## src/rtl/prm_pkg.sv

```systemverilog
package prm_pkg;
  typedef enum logic {
    PH_IDLE = 1'b0,
    PH_RUN  = 1'b1
  } prm_phase_e;
endpackage

```

## src/rtl/prm_pending_cnt.sv

```systemverilog
module prm_pending_cnt #(
  parameter int CNT_W = 6
) (
  input  logic             clk,
  input  logic             rst,
  input  logic             inc,
  input  logic             dec,
  output logic [CNT_W-1:0] cnt_q,
  output logic [CNT_W-1:0] cnt_d
);
  always_comb begin
    cnt_d = cnt_q;
    if (inc && !dec) cnt_d = cnt_q + CNT_W'(1);
    else if (dec && !inc) cnt_d = cnt_q - CNT_W'(1);
  end

  always_ff @(posedge clk) begin
    if (rst) cnt_q <= '0;
    else     cnt_q <= cnt_d;
  end


  no_underflow_chk: assert property (@(posedge clk) disable iff (rst)
    dec |-> (cnt_q != '0));
endmodule

```

## src/rtl/prm_fifo.sv

```systemverilog
module prm_fifo #(
  parameter int DATA_W = 16,
  parameter int DEPTH  = 32,
  parameter int CNT_W  = $clog2(DEPTH + 1)
) (
  input  logic              clk,
  input  logic              rst,
  input  logic              wr_en,
  input  logic [DATA_W-1:0] wr_data,
  input  logic              rd_en,
  output logic [DATA_W-1:0] head,
  output logic              not_empty,
  output logic [CNT_W-1:0]  used_q
);
  localparam int PTR_W = (DEPTH > 1) ? $clog2(DEPTH) : 1;

  logic [DATA_W-1:0] mem [DEPTH];
  logic [PTR_W-1:0]  wr_ptr, rd_ptr;
  logic              do_pop;

  assign do_pop    = rd_en && (used_q != '0);
  assign not_empty = (used_q != '0);
  assign head      = mem[rd_ptr];

  function automatic logic [PTR_W-1:0] bump(input logic [PTR_W-1:0] p);
    return (p == PTR_W'(DEPTH - 1)) ? '0 : p + PTR_W'(1);
  endfunction

  always_ff @(posedge clk) begin
    if (wr_en) mem[wr_ptr] <= wr_data;
  end

  always_ff @(posedge clk) begin
    if (rst) begin
      wr_ptr <= '0;
      rd_ptr <= '0;
      used_q <= '0;
    end else begin
      if (wr_en)  wr_ptr <= bump(wr_ptr);
      if (do_pop) rd_ptr <= bump(rd_ptr);
      if (wr_en && !do_pop)      used_q <= used_q + CNT_W'(1);
      else if (do_pop && !wr_en) used_q <= used_q - CNT_W'(1);
    end
  end


  no_overflow_chk: assert property (@(posedge clk) disable iff (rst)
    wr_en |-> (used_q < CNT_W'(DEPTH)));


  pop_one_chk: assert property (@(posedge clk) disable iff (rst)
    (rd_en && used_q != '0 && !wr_en) |=> (used_q == $past(used_q) - CNT_W'(1)));
endmodule

```

## src/rtl/prm_issue.sv

```systemverilog
module prm_issue
  import prm_pkg::*;
#(
  parameter int ADDR_W = 32,
  parameter int LEN_W  = 16,
  parameter int BYTES  = 2,
  parameter int CNT_W  = 6,
  parameter int LIMIT  = 28
) (
  input  logic              clk,
  input  logic              rst,
  input  logic              go,
  input  logic [ADDR_W-1:0] start_addr,
  input  logic [LEN_W-1:0]  len,
  input  logic              waitreq,
  input  logic [CNT_W-1:0]  fifo_used,
  input  logic [CNT_W-1:0]  pend_q,
  input  logic [CNT_W-1:0]  pend_d,
  output logic              rd_q,
  output logic [ADDR_W-1:0] addr_q,
  output logic              done_q,
  output logic              accept
);
  localparam int SUM_W = CNT_W + 1;

  prm_phase_e        phase;
  logic [LEN_W-1:0]  rem_q, rem_after;
  logic [SUM_W-1:0]  load;
  logic              room, go_take;

  assign phase   = done_q ? PH_IDLE : PH_RUN;
  assign accept  = rd_q && !waitreq;
  assign go_take = go && (phase == PH_IDLE) && (len != '0);
  assign load    = SUM_W'(fifo_used) + SUM_W'(pend_q) + SUM_W'(accept);
  assign room    = load < SUM_W'(LIMIT);

  always_comb begin
    rem_after = rem_q;
    if (accept) rem_after = (rem_q > LEN_W'(BYTES)) ? rem_q - LEN_W'(BYTES) : '0;
  end

  always_ff @(posedge clk) begin
    if (rst) begin
      rd_q   <= 1'b0;
      addr_q <= '0;
      rem_q  <= '0;
      done_q <= 1'b1;
    end else if (go_take) begin
      addr_q <= start_addr;
      rem_q  <= len;
      done_q <= 1'b0;
      rd_q   <= room;
    end else if (phase == PH_RUN) begin
      rem_q <= rem_after;
      if (accept) addr_q <= addr_q + ADDR_W'(BYTES);
      if (!(rd_q && waitreq)) rd_q <= (rem_after != '0) && room;
      done_q <= (rem_after == '0) && (pend_d == '0);
    end
  end


  done_drop_chk: assert property (@(posedge clk) disable iff (rst)
    (go && done_q && len != '0) |=> !done_q);


  hold_stable_chk: assert property (@(posedge clk) disable iff (rst)
    (rd_q && waitreq) |=> (rd_q && $stable(addr_q)));


  throttle_chk: assert property (@(posedge clk) disable iff (rst)
    (rd_q && !$past(rd_q && waitreq)) |-> ((SUM_W'(fifo_used) + SUM_W'(pend_q)) < SUM_W'(LIMIT)));


  busy_go_chk: assert property (@(posedge clk) disable iff (rst)
    (go && !done_q && !accept) |=> $stable(addr_q));


  zero_len_chk: assert property (@(posedge clk) disable iff (rst)
    (go && done_q && len == '0) |=> (done_q && !rd_q));
endmodule

```

## src/rtl/pipe_rd_master.sv

```systemverilog
module pipe_rd_master #(
  parameter int DATA_W     = 16,
  parameter int BE_W       = 2,
  parameter int ADDR_W     = 32,
  parameter int LEN_W      = 16,
  parameter int FIFO_DEPTH = 32,
  parameter int MARGIN     = 4
) (
  input  logic              clk,
  input  logic              rst,
  input  logic              ctl_go,
  input  logic [ADDR_W-1:0] ctl_addr,
  input  logic [LEN_W-1:0]  ctl_len,
  output logic              ctl_done,
  output logic [ADDR_W-1:0] bus_addr,
  output logic              bus_read,
  input  logic              bus_waitreq,
  input  logic [DATA_W-1:0] bus_rdata,
  input  logic              bus_rvalid,
  output logic              usr_avail,
  output logic [DATA_W-1:0] usr_data,
  input  logic              usr_ack
);
  localparam int CNT_W = $clog2(FIFO_DEPTH + 1);
  localparam int LIMIT = FIFO_DEPTH - MARGIN;

  logic [CNT_W-1:0] fifo_used, pend_q, pend_d;
  logic             accept;

  prm_issue #(
    .ADDR_W(ADDR_W), .LEN_W(LEN_W), .BYTES(BE_W), .CNT_W(CNT_W), .LIMIT(LIMIT)
  ) u_issue (
    .clk(clk), .rst(rst), .go(ctl_go), .start_addr(ctl_addr), .len(ctl_len),
    .waitreq(bus_waitreq), .fifo_used(fifo_used), .pend_q(pend_q), .pend_d(pend_d),
    .rd_q(bus_read), .addr_q(bus_addr), .done_q(ctl_done), .accept(accept)
  );

  prm_pending_cnt #(.CNT_W(CNT_W)) u_pend (
    .clk(clk), .rst(rst), .inc(accept), .dec(bus_rvalid),
    .cnt_q(pend_q), .cnt_d(pend_d)
  );

  prm_fifo #(.DATA_W(DATA_W), .DEPTH(FIFO_DEPTH), .CNT_W(CNT_W)) u_fifo (
    .clk(clk), .rst(rst), .wr_en(bus_rvalid), .wr_data(bus_rdata),
    .rd_en(usr_ack), .head(usr_data), .not_empty(usr_avail), .used_q(fifo_used)
  );


  reset_idle_chk: assert property (@(posedge clk)
    $past(rst) |-> (ctl_done && !bus_read && !usr_avail));
endmodule

```

## config.mk

```make
export PLATFORM = sky130hd
export DESIGN_NAME = pipe_rd_master
export DESIGN_NICKNAME = d
export VERILOG_FILES = /design/src/rtl/prm_pkg.sv /design/src/rtl/prm_pending_cnt.sv /design/src/rtl/prm_fifo.sv /design/src/rtl/prm_issue.sv /design/src/rtl/pipe_rd_master.sv
export SDC_FILE = /design/constraint.sdc
export NUM_CORES = 1
export LEC_CHECK = 0
export BUFFER_PORTS_ARGS = -buffer_cell sky130_fd_sc_hd__buf_2
export CAP_MARGIN = 10
export CORE_MARGIN = 2
export CORE_UTILIZATION = 40
export CTS_CLUSTER_DIAMETER = 40
export DETAILED_ROUTE_END_ITERATION = 12
export SLEW_MARGIN = 5
export SYNTH_ARGS = -nofsm -noshare
export SYNTH_HDL_FRONTEND = slang
export SYNTH_SLANG_ARGS = --single-unit
```

## constraint.sdc

```tcl
create_clock -name clk -period 6.05 [get_ports clk]
set_input_delay 1.815 -clock clk [delete_from_list [all_inputs] [get_ports clk]]
set_output_delay 1.815 -clock clk [all_outputs]
set_load 0.01 [all_outputs]
```

==> results.py, run 1 <==
metrics = {
    "sta": {
        "slew_headroom_pct": 17.47,
        "fin_ws_ns": 0.8211,
        "finalHoldViolCount": 0,
        "rsz0062_at_grt": "false",
        "slew_viol_final": 0,
        "period_needed_ns": 5.229,
        "fin_skew_ns": 0.04602,
        "min_period_over_period_pct": 86.43,
        "max_freq_mhz": 191.2,
        "setup_tns_ns": 0,
        "final-setup-viol-count": 0,
        "tightest_slew_ns": 1.231,
    },
    "place": {
        "place_area_mm2": 0.02592,
        "place_congestion": 0.8284,
        "place_worst_setup_slack_ns": 1.329,
        "io_buffers": 120,
        "hpwl_um": 34600,
    },
    "floorplanning": {
        "die_w_um": 249.6,
        "core_mm2": 0.06002,
        "rows": 90,
        "initial_core_util_pct": 40.19,
        "io_pins": 121,
        "die-height_um": 249.6,
        "dieArea_mm2": 0.06229,
    },
    "worst_setup_path": {
        "reg2reg_slack_ns": 3.04,
        "crit_fanout": 35,
        "reg2reg_depth": 6,
        "critPathLaunchType": "flip-flop",
        "r2r_start": "u_issue.done_q",
        "endpoint_kind": "primary output",
        "crit_path_top_delay_cell": "dfxtp_4",
        "max_stage_delay_ns": 0.86,
        "crit_top_cell": "mux4_2",
        "rr_endpoint": "u_issue.addr_q[1]",
        "arrival_ns": 3.41,
        "worstSetupPathType": "reg2out",
        "critPathRequiredTime_ns": 4.24,
        "path_cells": "buf_4 -> mux4_2 -> mux4_2 -> mux2_2 -> buf_2",
    },
    "logic_synthesis": {
        "yosysMostFrequentCell": "edfxtp_1",
        "netlist_area_mm2": 0.02412,
        "synth_top_area_share_pct": 63.73,
        "synth_common_cells": "edfxtp_1, mux4_2, nor2_1, dfxtp_1, a21oi_1",
        "synth_top_cell_by_area": "edfxtp_1",
        "synthFlopType": "edfxtp_1",
        "synth_nets": 1448,
        "seq_area_frac_synth_pct": 70.12,
        "ys_ff_latch": 589,
        "syn_avg_cell_area_um2": 17.80,
        "syn_inst": 1355,
        "ys_types": 67,
        "async_reset_ff_share_pct": 0,
        "yosysWarningCount": 0,
        "synth_edf_count": 512,
        "synth_area_leaders": "edfxtp_1, mux4_2, dfxtp_1, nor2_1, a21oi_1",
    },
    "global_routing": {
        "antenna_found_initial": 3,
        "overflow": 0,
        "grt_util_met1_pct": 25.84,
        "grt_pass1_vias": 13700,
        "grt_usage_pct": 19.37,
        "grtUsageMet2_pct": 31.60,
        "global_route.usage.met3_pct": 4.912,
        "grt_busiest_layer": "met2",
        "grt_pass1_wl_um": 88570,
        "grt_max_degree": 71,
    },
    "clocking": {
        "path_clk_slew_ns": 0.05,
        "numClockSinks": 589,
        "cts_buffers": 81,
        "cts_resized": 0,
        "insertion_delay_ns": 0.63,
        "cts_buffer_depth": 3,
        "cts_root_buf": "clkbuf_16",
        "cts_tree": "built",
        "cts_setup_buffers": 0,
        "htreeDepth": 3,
        "hold_buffers": 0,
    },
    "drt": {
        "drc": 0,
        "drt_iter0_drc": 1253,
        "wl_per_cell_um": 25.26,
        "finalWirelength_um": 59980,
        "drtAntennaViolNets": 0,
        "vias": 13560,
        "routed_via_density": 5.713,
        "drt-pass1-iter-count": 5,
    },
    "cells_and_area": {
        "design_area_mm2": 0.02865,
        "layout.nets": 1618,
        "drive_gt1_share_pct": 32.31,
        "syn_to_final_growth_pct": 18.77,
    },
    "power": {
        "p_leak_nw": 9.293,
        "power.density_mw_per_mm2": 398.1,
        "max-vdd-ir-drop_mv": 0.2567,
    },
    "job": {
        "drv_cap": 0,
    },
    "hold_path": {
        "hp-start": "u_issue.addr_q[0]",
        "hold_class": "reg2reg",
        "hold_depth": 2,
        "hold_path_end": "u_issue.addr_q[0]",
    },
    "run_status": {
        "status": "completed",
    },
}
worst max-delay path: cells and delay by family, from the launching register on:
| family | cells | cell delay, ns |
|---|---|---|
| flops | 1 | 0.86 |
| buf+inv | 2 | 0.61 |
| mux | 3 | 1.33 |
flip-flops by register name, summed over array words and instances (netlist names), named ones only:
signal,count
u_issue.addr_q,32
u_fifo.used_q,6
u_issue.rem_q,16
u_issue.rd_q,1
u_issue.done_q,1
u_pend.cnt_q,6
u_fifo.mem,512
u_fifo.wr_ptr,5
u_fifo.rd_ptr,5
power by group:
group          total [mW]  switching, mW  internal [mW]  leakage, nW
combinational        1.95          0.974          0.979         2.74
sequential           4.79          0.251           4.54         5.25
clock                4.66           1.85           2.81         1.31
routing by layer:
metal	part of all wire, %	up-vias
met5	0.018	-
met4	2.1	2
met3	7.7	92
met2	48	502
met1	42	7053
li1	-	5914
how the worst max path moves through the flow:
stage / start / to / slack, ns / cells past startpoint
after floorplan: flip-flop / usr_data[0] / 1.81 / 5
after global placement: flip-flop / usr_data[1] / 1.36 / 5
after detailed placement: flip-flop / usr_data[11] / 1.33 / 5
after CTS: flip-flop / usr_data[11] / 0.70 / 5
after global routing: flip-flop / usr_data[11] / 0.59 / 5
final: flip-flop / usr_data[11] / 0.82 / 5
metrics by stage:
step           hold slack (ns)  utilization [%]  power, mW  std cells
3_3_place_gp            0.4438            43.19      6.809       2224
2_1_floorplan           0.4500                -      6.240       1355
6_report                0.4662            47.74      11.41       2374
3_5_place_dp            0.4528            43.19      6.849       2224
4_1_cts                 0.4655            47.73      11.52       2373
5_1_grt                 0.4892            47.73      11.88       2373
cells by family after synthesis:
logic type / share of synthesized area, %
flops: 70.12
simple gates: 6.120
mux: 15.93
compound gates: 4.341
buf+inv: 1.421
xor+xnor: 0.8350
fa+ha+maj: 1.224
cell usage in the layout (no fill, tap or decap), types with 13 or more instances in the layout:
master / instances
edfxtp_1: 512
mux4_2: 160
buf_2: 120
clkbuf_16: 83
nor2_1: 75
dfxtp_1: 73
a21oi_1: 66
nand2_1: 51
buf_4: 35
o21ai_0: 29
nand3_1: 24
nor3_1: 23
ha_1: 22
mux2_2: 16
nand4_1: 15
inv_1: 14
nor2_4: 13
layout make-up:
| type | instances | area, um2 |
|---|---|---|
| diodes | 1 | 2.502 |
| clock buffers | 94 | 2148 |
| clock inverters | 55 | 575.6 |
| fillers | 4975 | 31370 |
| inverters | 15 | 56.30 |
| multi-input cells | 680 | 7041 |
| flip-flops and latches | 589 | 16930 |
| well taps | 782 | 978.4 |
| repair buffers | 158 | 923.4 |
Note: power is estimated with default switching activity, not from simulation.
==> run 2: changes to the inputs <==
--- a/config.mk
+++ b/config.mk
@@ -11,6 +11,7 @@
 export CORE_UTILIZATION = 40
 export CTS_CLUSTER_DIAMETER = 40
 export DETAILED_ROUTE_END_ITERATION = 12
+export SKIP_LAST_GASP = 1
 export SLEW_MARGIN = 5
 export SYNTH_ARGS = -nofsm -noshare
 export SYNTH_HDL_FRONTEND = slang
==> constraint.sdc (replaced) <==
create_clock -name clk -period 6.4 [get_ports clk]
set_input_delay 1.92 -clock clk [delete_from_list [all_inputs] [get_ports clk]]
set_output_delay 1.92 -clock clk [all_outputs]
set_load 0.01 [all_outputs]
==> run 2 against run 1 <==
Net effect:
- cell count rose by 0.38%
- sequential share of layout area fell by 0.60 points
- global-route usage rose by 0.11 points
- via count rose by 0.74%
- largest power group is now clock
- highest routed layer is now met4
==> results.py, run 2 (synthesized netlist as in run 1, its figures left out) <==
metrics = {
    "run_status": {
        "status": "completed",
    },
    "clocking": {
        "cts_tree": "built",
        "cts_setup_buffers": 0,
        "cts_buffers": 87,
        "hold_buffers": 0,
        "path_clk_slew_ns": 0.05,
        "numClockSinks": 589,
        "htreeDepth": 3,
        "cts_root_buf": "clkbuf_16",
        "insertion_delay_ns": 0.63,
        "cts_buffer_depth": 3,
        "cts_resized": 0,
    },
    "place": {
        "io_buffers": 120,
        "hpwl_um": 35100,
        "place_inst": 2221,
        "place_congestion": 0.8538,
    },
    "global_routing": {
        "antenna_found_initial": 0,
        "grt_usage_pct": 19.48,
        "overflow": 0,
        "grt_max_degree": 95,
        "grt_pass1_vias": 13770,
        "grt_pass1_wl_um": 89690,
    },
    "worst_setup_path": {
        "worstSetupPathType": "reg2out",
        "arrival_ns": 3.38,
        "max_stage_delay_ns": 0.69,
        "critPathLaunchType": "flip-flop",
        "endpoint_kind": "primary output",
        "crit_buf_inv": 2,
        "crit_top_cell": "mux4_2",
        "path_cells": "buf_12 -> mux4_2 -> mux4_2 -> mux2_2 -> buf_2",
        "critPathTopFamily": "multiplexers",
        "crit_fanout": 94,
        "crit_path_top_delay_cell": "dfxtp_4",
        "reg2reg_slack_ns": 3.31,
        "critPathRequiredTime_ns": 4.48,
    },
    "sta": {
        "tightest_slew_ns": 1.112,
        "slew_viol_final": 0,
        "max_freq_mhz": 188.5,
        "setup_tns_ns": 0,
        "min_period_over_period_pct": 82.88,
        "slew_headroom_pct": 25.75,
        "fin_skew_ns": 0.06120,
        "period_needed_ns": 5.305,
        "finalHoldViolCount": 0,
        "rsz0062_at_grt": "false",
        "final-setup-viol-count": 0,
    },
    "drt": {
        "finalWirelength_um": 60670,
        "drtAntennaViolNets": 0,
        "routed_via_density": 5.734,
        "drt-pass1-iter-count": 5,
        "wl_per_cell_um": 25.46,
        "drt_iter0_drc": 1387,
        "vias": 13660,
        "drc": 0,
    },
    "power": {
        "switchingPower_mw": 2.976,
        "switching_share_pct": 26.51,
        "internal_power_mw": 8.250,
        "p_leak_nw": 9.412,
        "max-vdd-ir-drop_mv": 0.2217,
        "clock_power_share_pct": 43.2,
        "power.density_mw_per_mm2": 387.8,
        "p_comb_share_pct": 16.6,
        "power_frac_seq_pct": 40.2,
    },
    "cells_and_area": {
        "syn_to_final_growth_pct": 19.99,
        "largest_reg_flops": 512,
        "drive_gt1_share_pct": 32.75,
        "finish.utilization_pct": 48.23,
        "final_common_cell": "edfxtp_1",
        "final_cell_mix": "edfxtp_1, mux4_2, buf_2, clkbuf_16, nor2_1",
        "layout.nets": 1621,
        "top_register": "u_fifo.mem",
        "stdcell_count": 2383,
        "largest_registers": "u_fifo.mem: 512 flops, u_issue.addr_q: 32 flops, u_issue.rem_q: 16 flops",
    },
    "floorplanning": {
        "die_w_um": 249.6,
        "initial_core_util_pct": 40.19,
        "die-height_um": 249.6,
        "io_pins": 121,
        "dieArea_mm2": 0.06229,
        "core_mm2": 0.06002,
        "rows": 90,
    },
    "job": {
        "drv_cap": 0,
    },
    "hold_path": {
        "hold_class": "reg2reg",
    },
}
==> run 2: area by class of cell <==
type / count / area, um2
Tap cell: 782 / 978.4
Clock inverter: 64 / 775.7
Sequential cell: 589 / 16930
Clock buffer: 97 / 2256
Antenna cell: 1 / 2.502
Fill cell: 4950 / 31070
Timing Repair Buffer: 155 / 920.9
Multi-Input combinational cell: 680 / 7030
Inverter: 15 / 56.30
==> run 2: path summary, 6_finish.rpt <==
kind / start / endpoint / depth (start not counted)
max: flip-flop / usr_data[4] / 5
min: u_issue.addr_q[0] / u_issue.addr_q[0] / 2
max reg2reg: u_issue.done_q / u_issue.addr_q[1] / 6
min reg2reg: u_issue.addr_q[0] / u_issue.addr_q[0] / 2
==> run 2: worst register-to-register path, stage by stage (launching register included) <==
cell      delay, ns
dfxtp_1        0.80
clkinv_1       0.54
nor2_2         0.63
buf_4          0.41
nor2_1         0.21
a221oi_1       0.28
nor2_1         0.07
==> run 2: per-stage QoR <==
step	instance area, um2	hold WS [ns]	power (mW)	setup slack (ns)
after floorplan	24120	0.4500	5.899	2.054
after global placement	25880	0.4443	6.438	1.691
after detailed placement	25910	0.4470	6.468	1.733
after CTS	28940	0.4551	11.31	1.058
after global routing	28940	0.5016	11.67	0.9752
final	28950	0.4536	11.23	1.095
==> run 2: power groups by stage <==
stage          clock (mW)  sequential [mW]  combinational, mW
6_report             4.84             4.51               1.87
3_5_place_dp            0             4.59               1.88
3_3_place_gp            0             4.59               1.85
5_1_grt              5.09             4.54               2.04
4_1_cts              4.92             4.52               1.88
2_1_floorplan           0             4.48               1.42
==> run 2: layer usage <==
layer | track usage (%) | share of wire (%)
met3 | 3.942 | 6.9
met5 | 0 | 0
met4 | 5.026 | 2.0
met1 | 26.29 | 42
met2 | 32.41 | 49
==> run 3: changes to the inputs <==
--- a/config.mk
+++ b/config.mk
@@ -5,6 +5,7 @@
 export SDC_FILE = /design/constraint.sdc
 export NUM_CORES = 1
 export LEC_CHECK = 0
+export ABC_AREA = 1
 export BUFFER_PORTS_ARGS = -buffer_cell sky130_fd_sc_hd__buf_2
 export CAP_MARGIN = 10
 export CORE_MARGIN = 2
==> constraint.sdc (replaced) <==
create_clock -name clk -period 5.6 [get_ports clk]
set_input_delay 1.68 -clock clk [delete_from_list [all_inputs] [get_ports clk]]
set_output_delay 1.68 -clock clk [all_outputs]
set_load 0.01 [all_outputs]
==> run 3 against run 2 <==
Net effect:
- register-to-register slack got worse by 0.55 ns
- clock skew fell by 0.028 ns
- die area rose by 3.6%
- worst hold slack improved by 0.040 ns
- cell count rose by 36%
- wire length rose by 18%
- global-route usage rose by 2.5 points
- setup slack got worse by 0.51 ns
- non-clock buffer count rose by 21
- cell area rose by 2.9%
- critical path depth rose by 2
- via count rose by 33%
- largest cell class unchanged
- largest power group unchanged
==> results.py, run 3 <==
metrics = {
    "worst_setup_path": {
        "critPathLaunchType": "flip-flop",
        "worstSetupPathType": "reg2out",
        "arrival_ns": 3.33,
        "endpoint_kind": "primary output",
        "crit_fanout": 95,
        "critPathRequiredTime_ns": 3.92,
    },
    "global_routing": {
        "grt_pass1_wl_um": 106900,
        "antenna_found_initial": 2,
        "grt_pass1_vias": 17500,
        "overflow": 0,
        "grt_max_degree": 257,
        "grt_usage_pct": 22.02,
    },
    "power": {
        "internal_power_mw": 9.260,
        "power.density_mw_per_mm2": 447.8,
        "p_leak_nw": 10.44,
        "totalPowerFinal_mw": 13.33,
        "clock_power_share_pct": 42.9,
        "p_comb_share_pct": 19.6,
        "power_frac_seq_pct": 37.5,
        "max-vdd-ir-drop_mv": 0.3387,
        "switching_share_pct": 30.55,
        "switchingPower_mw": 4.073,
    },
    "drt": {
        "drt-pass1-iter-count": 6,
        "finalWirelength_um": 71460,
        "vias": 18180,
        "drt_iter0_drc": 1854,
        "routed_via_density": 5.589,
        "wl_per_cell_um": 21.97,
        "drtAntennaViolNets": 0,
        "drc": 0,
    },
    "logic_synthesis": {
        "synth_edf_count": 512,
        "seq_area_frac_synth_pct": 67.62,
        "ys_ff_latch": 589,
        "syn_avg_cell_area_um2": 11.35,
        "synth_area_leaders": "edfxtp_1, nor2_1, o21ai_0, dfxtp_1, o221ai_1",
        "netlist_area_mm2": 0.02502,
        "yosysMostFrequentCell": "edfxtp_1",
        "syn_inst": 2205,
        "synth_common_cells": "edfxtp_1, nor2_1, o21ai_0, nand2_1, o221ai_1",
        "async_reset_ff_share_pct": 0,
        "synth_top_cell_by_area": "edfxtp_1",
        "ys_types": 49,
        "synth_top_area_share_pct": 61.46,
        "synthFlopType": "edfxtp_1",
        "yosysWarningCount": 0,
        "synth_nets": 2298,
    },
    "cells_and_area": {
        "drive_gt1_share_pct": 16.74,
        "final_common_cell": "edfxtp_1",
        "top_register": "u_fifo.mem",
        "final_cell_mix": "edfxtp_1, nor2_1, o21ai_0, nand2_1, buf_2",
        "largest_registers": "u_fifo.mem: 512 flops, u_issue.addr_q: 32 flops, u_issue.rem_q: 16 flops",
        "syn_to_final_growth_pct": 19.03,
        "stdcell_count": 3252,
        "largest_reg_flops": 512,
        "layout.nets": 2431,
    },
    "clocking": {
        "cts_root_buf": "clkbuf_16",
        "cts_buffer_depth": 3,
        "cts_tree": "built",
        "hold_buffers": 0,
        "path_clk_slew_ns": 0.05,
        "cts_buffers": 88,
        "htreeDepth": 3,
        "numClockSinks": 589,
        "cts_setup_buffers": 0,
        "cts_resized": 0,
        "insertion_delay_ns": 0.63,
    },
    "floorplanning": {
        "io_pins": 121,
        "rows": 91,
        "die_w_um": 254.1,
        "die-height_um": 254.1,
        "core_mm2": 0.06183,
        "initial_core_util_pct": 40.46,
        "dieArea_mm2": 0.06456,
    },
    "hold_path": {
        "hold_class": "reg2reg",
    },
    "run_status": {
        "status": "completed",
    },
    "sta": {
        "min_period_over_period_pct": 89.52,
        "fin_ws_ns": 0.5870,
        "final-setup-viol-count": 0,
        "holdWs_ns": 0.4936,
        "period_needed_ns": 5.013,
        "setup_tns_ns": 0,
        "finalHoldViolCount": 0,
        "max_freq_mhz": 199.5,
        "tightest_slew_ns": 1.166,
        "rsz0062_at_grt": "false",
        "fin_skew_ns": 0.03323,
        "slew_viol_final": 0,
        "slew_headroom_pct": 22.27,
    },
    "job": {
        "drv_cap": 0,
    },
    "place": {
        "place_congestion": 0.8624,
        "place_worst_setup_slack_ns": 1.344,
        "hpwl_um": 40860,
        "io_buffers": 120,
        "place_inst": 3085,
    },
}
[run 3: cell types whose count changed in the layout (fill, tap and decap cells not counted), sizes merged, moves of 16 or more]
| cell | delta |
|---|---|
| nor2 | +343 |
| o21ai | +288 |
| nand2 | +164 |
| mux4 | -160 |
| o221ai | +96 |
| inv | +81 |
| nand3 | +71 |
| o22ai | +33 |
| a21oi | -30 |
| nor3 | -24 |
| buf | +21 |
| a31oi | +20 |
| mux2 | -16 |
[run 3: power groups by stage]
stage	Combinational (mW)	Clock, mW	Sequential [mW]
2_1_floorplan	1.73	0	5.06
3_3_place_gp	2.55	0	5.08
3_5_place_dp	2.59	0	5.09
4_1_cts	2.61	5.80	5.00
5_1_grt	2.91	5.98	5.01
6_report	2.62	5.72	5.00
[run 3: path summary, 6_finish.rpt]
check,slack (ns),start,depth (start not counted),end
min,0.49,u_issue.addr_q[0],2,u_issue.addr_q[0]
max,0.59,flip-flop,7,usr_data[5]
max reg2reg,2.76,u_fifo.used_q[0],16,u_fifo.used_q[5]
min reg2reg,0.49,u_issue.addr_q[0],2,u_issue.addr_q[0]
[run 3: cell type report]
type / instances / area [um2]
antenna: 2 / 5.005
clock buffer: 94 / 2266
fill: 5433 / 32050
inverter: 96 / 366.6
multi-input combinational: 1387 / 7233
timing repair buffer: 176 / 1059
sequential: 589 / 16930
clock inverter: 71 / 875.8
tap: 837 / 1047
[run 3: cells by family (layout without fill, tap and decap cells)]
family,after synthesis,count (layout),synth area share (%)
xor+xnor,16,16,0.5602
other cells,0,2,0
simple gates,788,788,13.32
flops,589,589,67.62
buf+inv,229,437,3.726
fa+ha+maj,23,23,1.180
compound gates,560,560,13.59
[run 3: metrics by stage]
| stage | util [%] | instance area, um2 |
|---|---|---|
| 2_1_floorplan | - | 25020 |
| 5_1_grt | 48.16 | 29770 |
| 3_5_place_dp | 43.07 | 26630 |
| 4_1_cts | 48.16 | 29770 |
| 6_report | 48.16 | 29780 |
| 3_3_place_gp | 43.07 | 26630 |
[run 3: critical path, stage by stage (launching register included)]
cell and delay (ns):
dfxtp_4 0.36, inv_6 0.48, buf_4 0.62, o21ai_0 0.19, o221ai_1 0.24, nand3_1 0.27, a32oi_1 0.28, buf_2 0.18
[run 3: routing by layer]
layer / share of wire [%] / vias up / GRT usage, % / routed length [um]
li1: - / 8357 / - / -
met1: 43 / 8932 / 30.31 / 30560
met2: 47 / 777 / 34.64 / 33240
met3: 8.4 / 107 / 4.783 / 5998
met4: 2.3 / 2 / 7.345 / 1651
met5: 0.011 / - / 0 / 8
